$ cat src/rtl/xlat_pkg.sv
package xlat_pkg;

  // Attribute word stored with every translation (6 bits).
  typedef struct packed {
    logic [2:0] perm;       // access permission
    logic       refd;       // referenced
    logic       dirty;      // modified
    logic       cacheable;  // caching allowed
  } xlat_attr_t;

  localparam int ATTR_W = $bits(xlat_attr_t);

endpackage

$ cat src/rtl/xlat_store.sv
module xlat_store #(
  parameter int ENTRIES = 16,
  parameter int VPN_W   = 20,
  parameter int PFN_W   = 20,
  parameter int ASID_W  = 8,
  localparam int IDX_W  = $clog2(ENTRIES)
) (
  input  logic                             clk,
  input  logic                             rst,
  input  logic                             flush,
  input  logic                             wr_en,
  input  logic [IDX_W-1:0]                 wr_idx,
  input  logic [VPN_W-1:0]                 wr_vpn,
  input  logic [ASID_W-1:0]                wr_asid,
  input  logic [PFN_W-1:0]                 wr_pfn,
  input  xlat_pkg::xlat_attr_t             wr_attr,
  output logic [ENTRIES-1:0]               vld,
  output logic [ENTRIES-1:0][VPN_W-1:0]    vpn_q,
  output logic [ENTRIES-1:0][ASID_W-1:0]   asid_q,
  output logic [ENTRIES-1:0][PFN_W-1:0]    pfn_q,
  output xlat_pkg::xlat_attr_t [ENTRIES-1:0] attr_q
);

  logic do_wr;
  assign do_wr = wr_en && !flush;

  // Valid bits: reset and flush clear every slot at once.
  always_ff @(posedge clk) begin
    if (rst || flush) begin
      vld <= '0;
    end else if (wr_en) begin
      vld[wr_idx] <= 1'b1;
    end
  end

  // Payload: no reset, one write port, gated by the valid bits.
  always_ff @(posedge clk) begin
    if (do_wr) begin
      vpn_q[wr_idx]  <= wr_vpn;
      asid_q[wr_idx] <= wr_asid;
      pfn_q[wr_idx]  <= wr_pfn;
      attr_q[wr_idx] <= wr_attr;
    end
  end


  reset_empty_chk: assert property (@(posedge clk) rst |=> (vld == '0));


  fill_lands_chk: assert property (@(posedge clk) disable iff (rst)
    do_wr |=> vld[$past(wr_idx)]);

endmodule

$ cat src/rtl/xlat_match.sv
module xlat_match #(
  parameter int ENTRIES = 16,
  parameter int VPN_W   = 20,
  parameter int ASID_W  = 8,
  localparam int IDX_W  = $clog2(ENTRIES)
) (
  input  logic [ENTRIES-1:0]             vld,
  input  logic [ENTRIES-1:0][VPN_W-1:0]  vpn_q,
  input  logic [ENTRIES-1:0][ASID_W-1:0] asid_q,
  input  logic                           tag_en,
  input  logic [VPN_W-1:0]               key_vpn,
  input  logic [ASID_W-1:0]              key_asid,
  output logic                           any,
  output logic [IDX_W-1:0]               first_idx
);

  logic [ENTRIES-1:0] hit_vec;

  // One comparator per slot, all in parallel.
  for (genvar g = 0; g < ENTRIES; g++) begin : g_cmp
    logic vpn_eq;
    logic asid_ok;
    assign vpn_eq   = (vpn_q[g] == key_vpn);
    assign asid_ok  = !tag_en || (asid_q[g] == key_asid);
    assign hit_vec[g] = vld[g] && vpn_eq && asid_ok;
  end

  assign any = |hit_vec;

  // Lowest-numbered matching slot wins.
  always_comb begin
    first_idx = '0;
    for (int i = ENTRIES - 1; i >= 0; i--) begin
      if (hit_vec[i]) first_idx = IDX_W'(i);
    end
  end

endmodule

$ cat src/rtl/xlat_victim.sv
module xlat_victim #(
  parameter int ENTRIES = 16,
  localparam int IDX_W  = $clog2(ENTRIES)
) (
  input  logic               clk,
  input  logic               rst,
  input  logic [ENTRIES-1:0] vld,
  input  logic               flush,
  input  logic               alloc,
  output logic               full,
  output logic [IDX_W-1:0]   victim_idx
);

  localparam logic [IDX_W-1:0] LAST = IDX_W'(ENTRIES - 1);

  logic [IDX_W-1:0] ptr;
  logic [IDX_W-1:0] free_idx;
  logic             evict;

  assign full  = &vld;
  assign evict = alloc && full && !flush;

  // Lowest free slot.
  always_comb begin
    free_idx = '0;
    for (int i = ENTRIES - 1; i >= 0; i--) begin
      if (!vld[i]) free_idx = IDX_W'(i);
    end
  end

  assign victim_idx = full ? ptr : free_idx;

  // Rotating pointer, moved only by evicting fills.
  always_ff @(posedge clk) begin
    if (rst) begin
      ptr <= '0;
    end else if (evict) begin
      ptr <= (ptr == LAST) ? '0 : ptr + 1'b1;
    end
  end


  free_first_chk: assert property (@(posedge clk) disable iff (rst)
    !full |-> !vld[victim_idx]);


  ptr_hold_chk: assert property (@(posedge clk) disable iff (rst)
    !evict |=> $stable(ptr));

endmodule

$ cat src/rtl/xlat_cache.sv
module xlat_cache #(
  parameter int ENTRIES = 16,
  parameter int VPN_W   = 20,
  parameter int PFN_W   = 20,
  parameter int ASID_W  = 8,
  localparam int IDX_W  = $clog2(ENTRIES),
  localparam int ATTR_W = xlat_pkg::ATTR_W
) (
  input  logic              clk,
  input  logic              rst,
  input  logic              tag_en,
  input  logic [VPN_W-1:0]  lk_vpn,
  input  logic [ASID_W-1:0] lk_asid,
  output logic              lk_hit,
  output logic [PFN_W-1:0]  lk_pfn,
  output logic [ATTR_W-1:0] lk_attr,
  input  logic              fill_en,
  input  logic [VPN_W-1:0]  fill_vpn,
  input  logic [ASID_W-1:0] fill_asid,
  input  logic [PFN_W-1:0]  fill_pfn,
  input  logic [ATTR_W-1:0] fill_attr,
  input  logic              flush
);

  logic [ENTRIES-1:0]               vld;
  logic [ENTRIES-1:0][VPN_W-1:0]    vpn_q;
  logic [ENTRIES-1:0][ASID_W-1:0]   asid_q;
  logic [ENTRIES-1:0][PFN_W-1:0]    pfn_q;
  xlat_pkg::xlat_attr_t [ENTRIES-1:0] attr_q;

  logic             lk_any;
  logic [IDX_W-1:0] lk_idx;
  logic             fl_any;
  logic [IDX_W-1:0] fl_idx;
  logic             full;
  logic [IDX_W-1:0] victim_idx;
  logic [IDX_W-1:0] wr_idx;
  logic             wr_en;

  xlat_store #(
    .ENTRIES(ENTRIES), .VPN_W(VPN_W), .PFN_W(PFN_W), .ASID_W(ASID_W)
  ) u_store (
    .clk     (clk),
    .rst     (rst),
    .flush   (flush),
    .wr_en   (wr_en),
    .wr_idx  (wr_idx),
    .wr_vpn  (fill_vpn),
    .wr_asid (fill_asid),
    .wr_pfn  (fill_pfn),
    .wr_attr (xlat_pkg::xlat_attr_t'(fill_attr)),
    .vld     (vld),
    .vpn_q   (vpn_q),
    .asid_q  (asid_q),
    .pfn_q   (pfn_q),
    .attr_q  (attr_q)
  );

  // Lookup compare bank.
  xlat_match #(.ENTRIES(ENTRIES), .VPN_W(VPN_W), .ASID_W(ASID_W)) u_lk_match (
    .vld       (vld),
    .vpn_q     (vpn_q),
    .asid_q    (asid_q),
    .tag_en    (tag_en),
    .key_vpn   (lk_vpn),
    .key_asid  (lk_asid),
    .any       (lk_any),
    .first_idx (lk_idx)
  );

  // Fill compare bank: finds an entry to rewrite in place.
  xlat_match #(.ENTRIES(ENTRIES), .VPN_W(VPN_W), .ASID_W(ASID_W)) u_fl_match (
    .vld       (vld),
    .vpn_q     (vpn_q),
    .asid_q    (asid_q),
    .tag_en    (tag_en),
    .key_vpn   (fill_vpn),
    .key_asid  (fill_asid),
    .any       (fl_any),
    .first_idx (fl_idx)
  );

  xlat_victim #(.ENTRIES(ENTRIES)) u_victim (
    .clk        (clk),
    .rst        (rst),
    .vld        (vld),
    .flush      (flush),
    .alloc      (fill_en && !fl_any),
    .full       (full),
    .victim_idx (victim_idx)
  );

  assign wr_en  = fill_en;
  assign wr_idx = fl_any ? fl_idx : victim_idx;

  assign lk_hit  = lk_any;
  assign lk_pfn  = lk_any ? pfn_q[lk_idx] : '0;
  assign lk_attr = lk_any ? ATTR_W'(attr_q[lk_idx]) : '0;


  flush_clears_chk: assert property (@(posedge clk) disable iff (rst)
    flush |=> !lk_hit);


  overwrite_in_place_chk: assert property (@(posedge clk) disable iff (rst)
    (fill_en && !flush && fl_any) |=> $stable(vld));


  no_evict_with_room_chk: assert property (@(posedge clk) disable iff (rst)
    (fill_en && !flush && !full) |=> ($countones(vld) >= $countones($past(vld))));

endmodule

$ cat config.mk
export PLATFORM = sky130hd
export DESIGN_NAME = xlat_cache
export DESIGN_NICKNAME = d
export VERILOG_FILES = /design/src/rtl/xlat_pkg.sv /design/src/rtl/xlat_store.sv /design/src/rtl/xlat_match.sv /design/src/rtl/xlat_victim.sv /design/src/rtl/xlat_cache.sv
export SDC_FILE = /design/constraint.sdc
export NUM_CORES = 2
export LEC_CHECK = 0
export BUFFER_PORTS_ARGS = -buffer_cell sky130_fd_sc_hd__buf_2
export CORE_UTILIZATION = 55
export DETAILED_ROUTE_END_ITERATION = 16
export PLACE_DENSITY = 0.72
export SYNTH_ARGS = -nofsm -noshare
export SYNTH_HDL_FRONTEND = slang
export SYNTH_SLANG_ARGS = --single-unit
$ cat constraint.sdc
create_clock -name clk -period 8 [get_ports clk]
set_input_delay 1.6 -clock clk [delete_from_list [all_inputs] [get_ports clk]]
set_output_delay 1.6 -clock clk [all_outputs]
set_load 0.01 [all_outputs]
==> metrics <==
Clock Sinks=884; sw frac=23.8%; post-CTS sizing=0; Final Instance Area=49700 µm²; dpl cell area=46800 µm²; die height=285 µm; post-layout util=between 60% and 70%; FP Rows=~100; CORE AREA=79300 µm²; critical path capture point type=output pin; power consumption=9.91 mW; post-synthesis register bit count=884; Rel. slew slack=a little under an eighth; layout cell share with drive strength beyond 1=14.9%; static leakage=~15 nW; Tmin final=7390 ps; Wirelength per Cell=roughly 31 µm; nets@finish=3606; pre-CTS WS=779 ps; final setup margin=between 600 and 700 ps; Yosys warning total=0; Netlist cell types=62; setup bufs post-CTS=0; grt met1 use=45.1%; CP top delay family=simple AND/OR/NAND/NOR gates; CP Class=primary input to output pin; Seq/Total Area, Yosys=59.6%; most area-consuming cells after synthesis=edfxtp_1 59%, xnor2_1 13%, xor2_1 4.4%; remaining antenna violation count after routing=0; NetSw=2.36 mW; die area=81500 µm²; Final Hold Violating Endpoints=0; crit path DAT=5790 ps; worst min-delay path class=register to register; largest net degree at the start of global routing=55; hold_buf cts=0; Clock Path Buffers=3; Placer Congestion=about 1.0; worst endpoint required time=6400 ps; initial antenna violation count=4; met3 usage=~6.5%; DP HPWL=93400 µm; Total Neg Setup Slack=0 ps; worst-skew pair later-pin latency=690 ps; Cell Int Power=7.55 mW; drt first pass iters=10; Setup-failing EPs final=0; GR peak layer=met2; Worst Max-Slew Pin Slew=1320 ps; Num CTS Buffers=93; RSZ-0062 raised after global routing=false; clock share of power=41.3%; most numerous cell in the Yosys netlist=edfxtp_1; Tcrit/Tclk final=92.4%; Layout area overhead=12.6%; netlist area before placement=44200 µm²; worst path buffer plus inverter count=5; DR vias=roughly 30000; number of global-route vias before repair=30000; combinational share of power=7.1%; Vias/cell=about 6.4; CTS H-tree depth=3; Max stage delay on crit path=~650 ps; dpl cells=4473; worst hold slack=546 ps; Post-synth EDFFs=between 800 and 900; CTS tree=yes; I/O Buffers=113; root buffer cell=clkbuf_16; GR Layer Usage met2=56.0%; Mapped Nets=3408; DR DRC count=0; Worst VDD drop=229 µV; routed wire length=142000 µm; initial core utilization=55.7%; clk_skew=71.0 ps; Yosys top cell by area=edfxtp_1; commonest cells in the netlist=864 x edfxtp_1, 675 x xnor2_1, 263 x nand4_1; crit-path max FO=26; Synth top area share=58.7%; Post-synth top flop=edfxtp_1; crit path launch type=primary input; Power Density=199 nW/µm²; # Max-Cap Violations=0; GRT Resource Usage Total=34.6%; most frequent CP cell=buf_4; global-route wire length before repair=204000 µm; sequential power share=51.6%; Clock transition at path regs=60 ps; Die Width=285 µm; CP max-delay cell=buf_2; FMAX=0.135 GHz; max-slew violation count=0; Mapped Cells=3320; GRT overflow=0; crit-path cells=buf_2 > buf_4 > xor2_1 > nor4_1 > nand4_1 > or3_1 > and2_1 > buf_4 > and3_1 > and2_1 > nor2b_2 > buf_4 > o31a_1 > a311oi_2 > buf_2; Ports=114; Filler cells=5956; initial DRC count=3179; Async SR Flop Fraction=0%; Cell Count, Final, Fillers Out=4642; Mapped Avg Cell Area=13.3 µm²; status=complete, no violations
-- flip-flops by register name, summed over array words and instances, names as in the netlist --
| name | count |
|---|---|
| u_store.asid_q | 128 |
| u_store.attr_q | 96 |
| u_store.pfn_q | 320 |
| u_store.vld | 16 |
| u_store.vpn_q | 320 |
| u_victim.ptr | 4 |
-- worst register-to-register path: cells and delay by family (launching register included) --
kind | cells | cell delay [ps]
AO/OA/AOI/OAI | 5 | 1840
XOR/XNOR | 1 | 180
AND/OR/NAND/NOR | 5 | 1660
buffers and inverters | 1 | 570
flip-flops | 1 | 430
-- cells in the final DEF, fill, tap and decap left out, types with 13 or more instances in the layout --
master | Yosys | layout
mux2i_1 | 131 | 131
o21ai_0 | 46 | 46
xnor2_1 | 675 | 675
dfxtp_1 | 20 | 20
mux2_2 | 52 | 52
nand4_1 | 263 | 263
nor3b_1 | 14 | 13
xor2_1 | 222 | 222
o31a_1 | 27 | 27
nand2_1 | 179 | 179
and3_1 | 58 | 58
nor4b_1 | 24 | 24
clkbuf_16 | 0 | 93
nor4_1 | 118 | 118
clkinv_2 | 0 | 18
buf_4 | 15 | 149
inv_1 | 35 | 35
nand3_1 | 112 | 112
nor2_1 | 45 | 32
edfxtp_1 | 864 | 864
clkinv_1 | 0 | 21
nor2b_1 | 17 | 16
o211ai_1 | 83 | 83
clkbuf_1 | 66 | 18
buf_12 | 2 | 23
a311oi_2 | 25 | 25
buf_2 | 92 | 113
-- path summary, 6_finish.rpt --
| kind | start | to | slack (ps) | cells after the start |
|---|---|---|---|---|
| setup / recovery | lk_vpn[11] | lk_attr[5] | 610 | 15 |
| hold / removal | u_victim.ptr[3] | u_victim.ptr[3] | 550 | 2 |
| setup reg to reg | u_store.asid_q[114] | u_store.pfn_q[125] | 2890 | 12 |
| hold reg to reg | u_victim.ptr[3] | u_victim.ptr[3] | 550 | 2 |
-- power groups by stage --
| stage | clock [mW] | sequential [mW] | combinational, mW |
|---|---|---|---|
| after floorplan | 0 | 5.21 | 0.381 |
| after global placement | 0 | 5.21 | 0.682 |
| after detailed placement | 0 | 5.21 | 0.689 |
| after CTS | 4.14 | 5.11 | 0.693 |
| after global routing | 4.30 | 5.11 | 0.738 |
| final | 4.09 | 5.11 | 0.708 |
-- area by class of cell --
type / instances / area, µm² / area share, %
antenna: 3 / 7.51 / 0.0151
clock buffer: 111 / 2390 / 4.82
sequential: 884 / 26300 / 53.0
multi-input combinational: 2219 / 16900 / 34.0
timing repair buffer: 285 / 2140 / 4.31
clock inverter: 55 / 468 / 0.941
tap: 1050 / 1310 / 2.64
inverter: 35 / 131 / 0.264
-- metal layers --
| metal | wire, µm | up-vias |
|---|---|---|
| li1 | - | 12900 |
| met1 | 55900 | 15100 |
| met5 | 13 | - |
| met2 | 66700 | 1556 |
| met3 | 11800 | 357 |
| met4 | 7520 | 2 |
-- kinds of logic (layout without fill, tap and decap cells) --
kind of cell | count (synthesis) | after routing | synth area share (%)
other cells | 0 | 3 | 0
mux | 183 | 183 | 4.29
flops | 884 | 884 | 59.6
buf+inv | 217 | 486 | 2.39
simple gates | 905 | 905 | 11.6
xor+xnor | 897 | 897 | 17.8
fa+ha+maj | 1 | 1 | 0.0283
compound gates | 233 | 233 | 4.29
No activity file was read; power rests on OpenSTA's default activity.
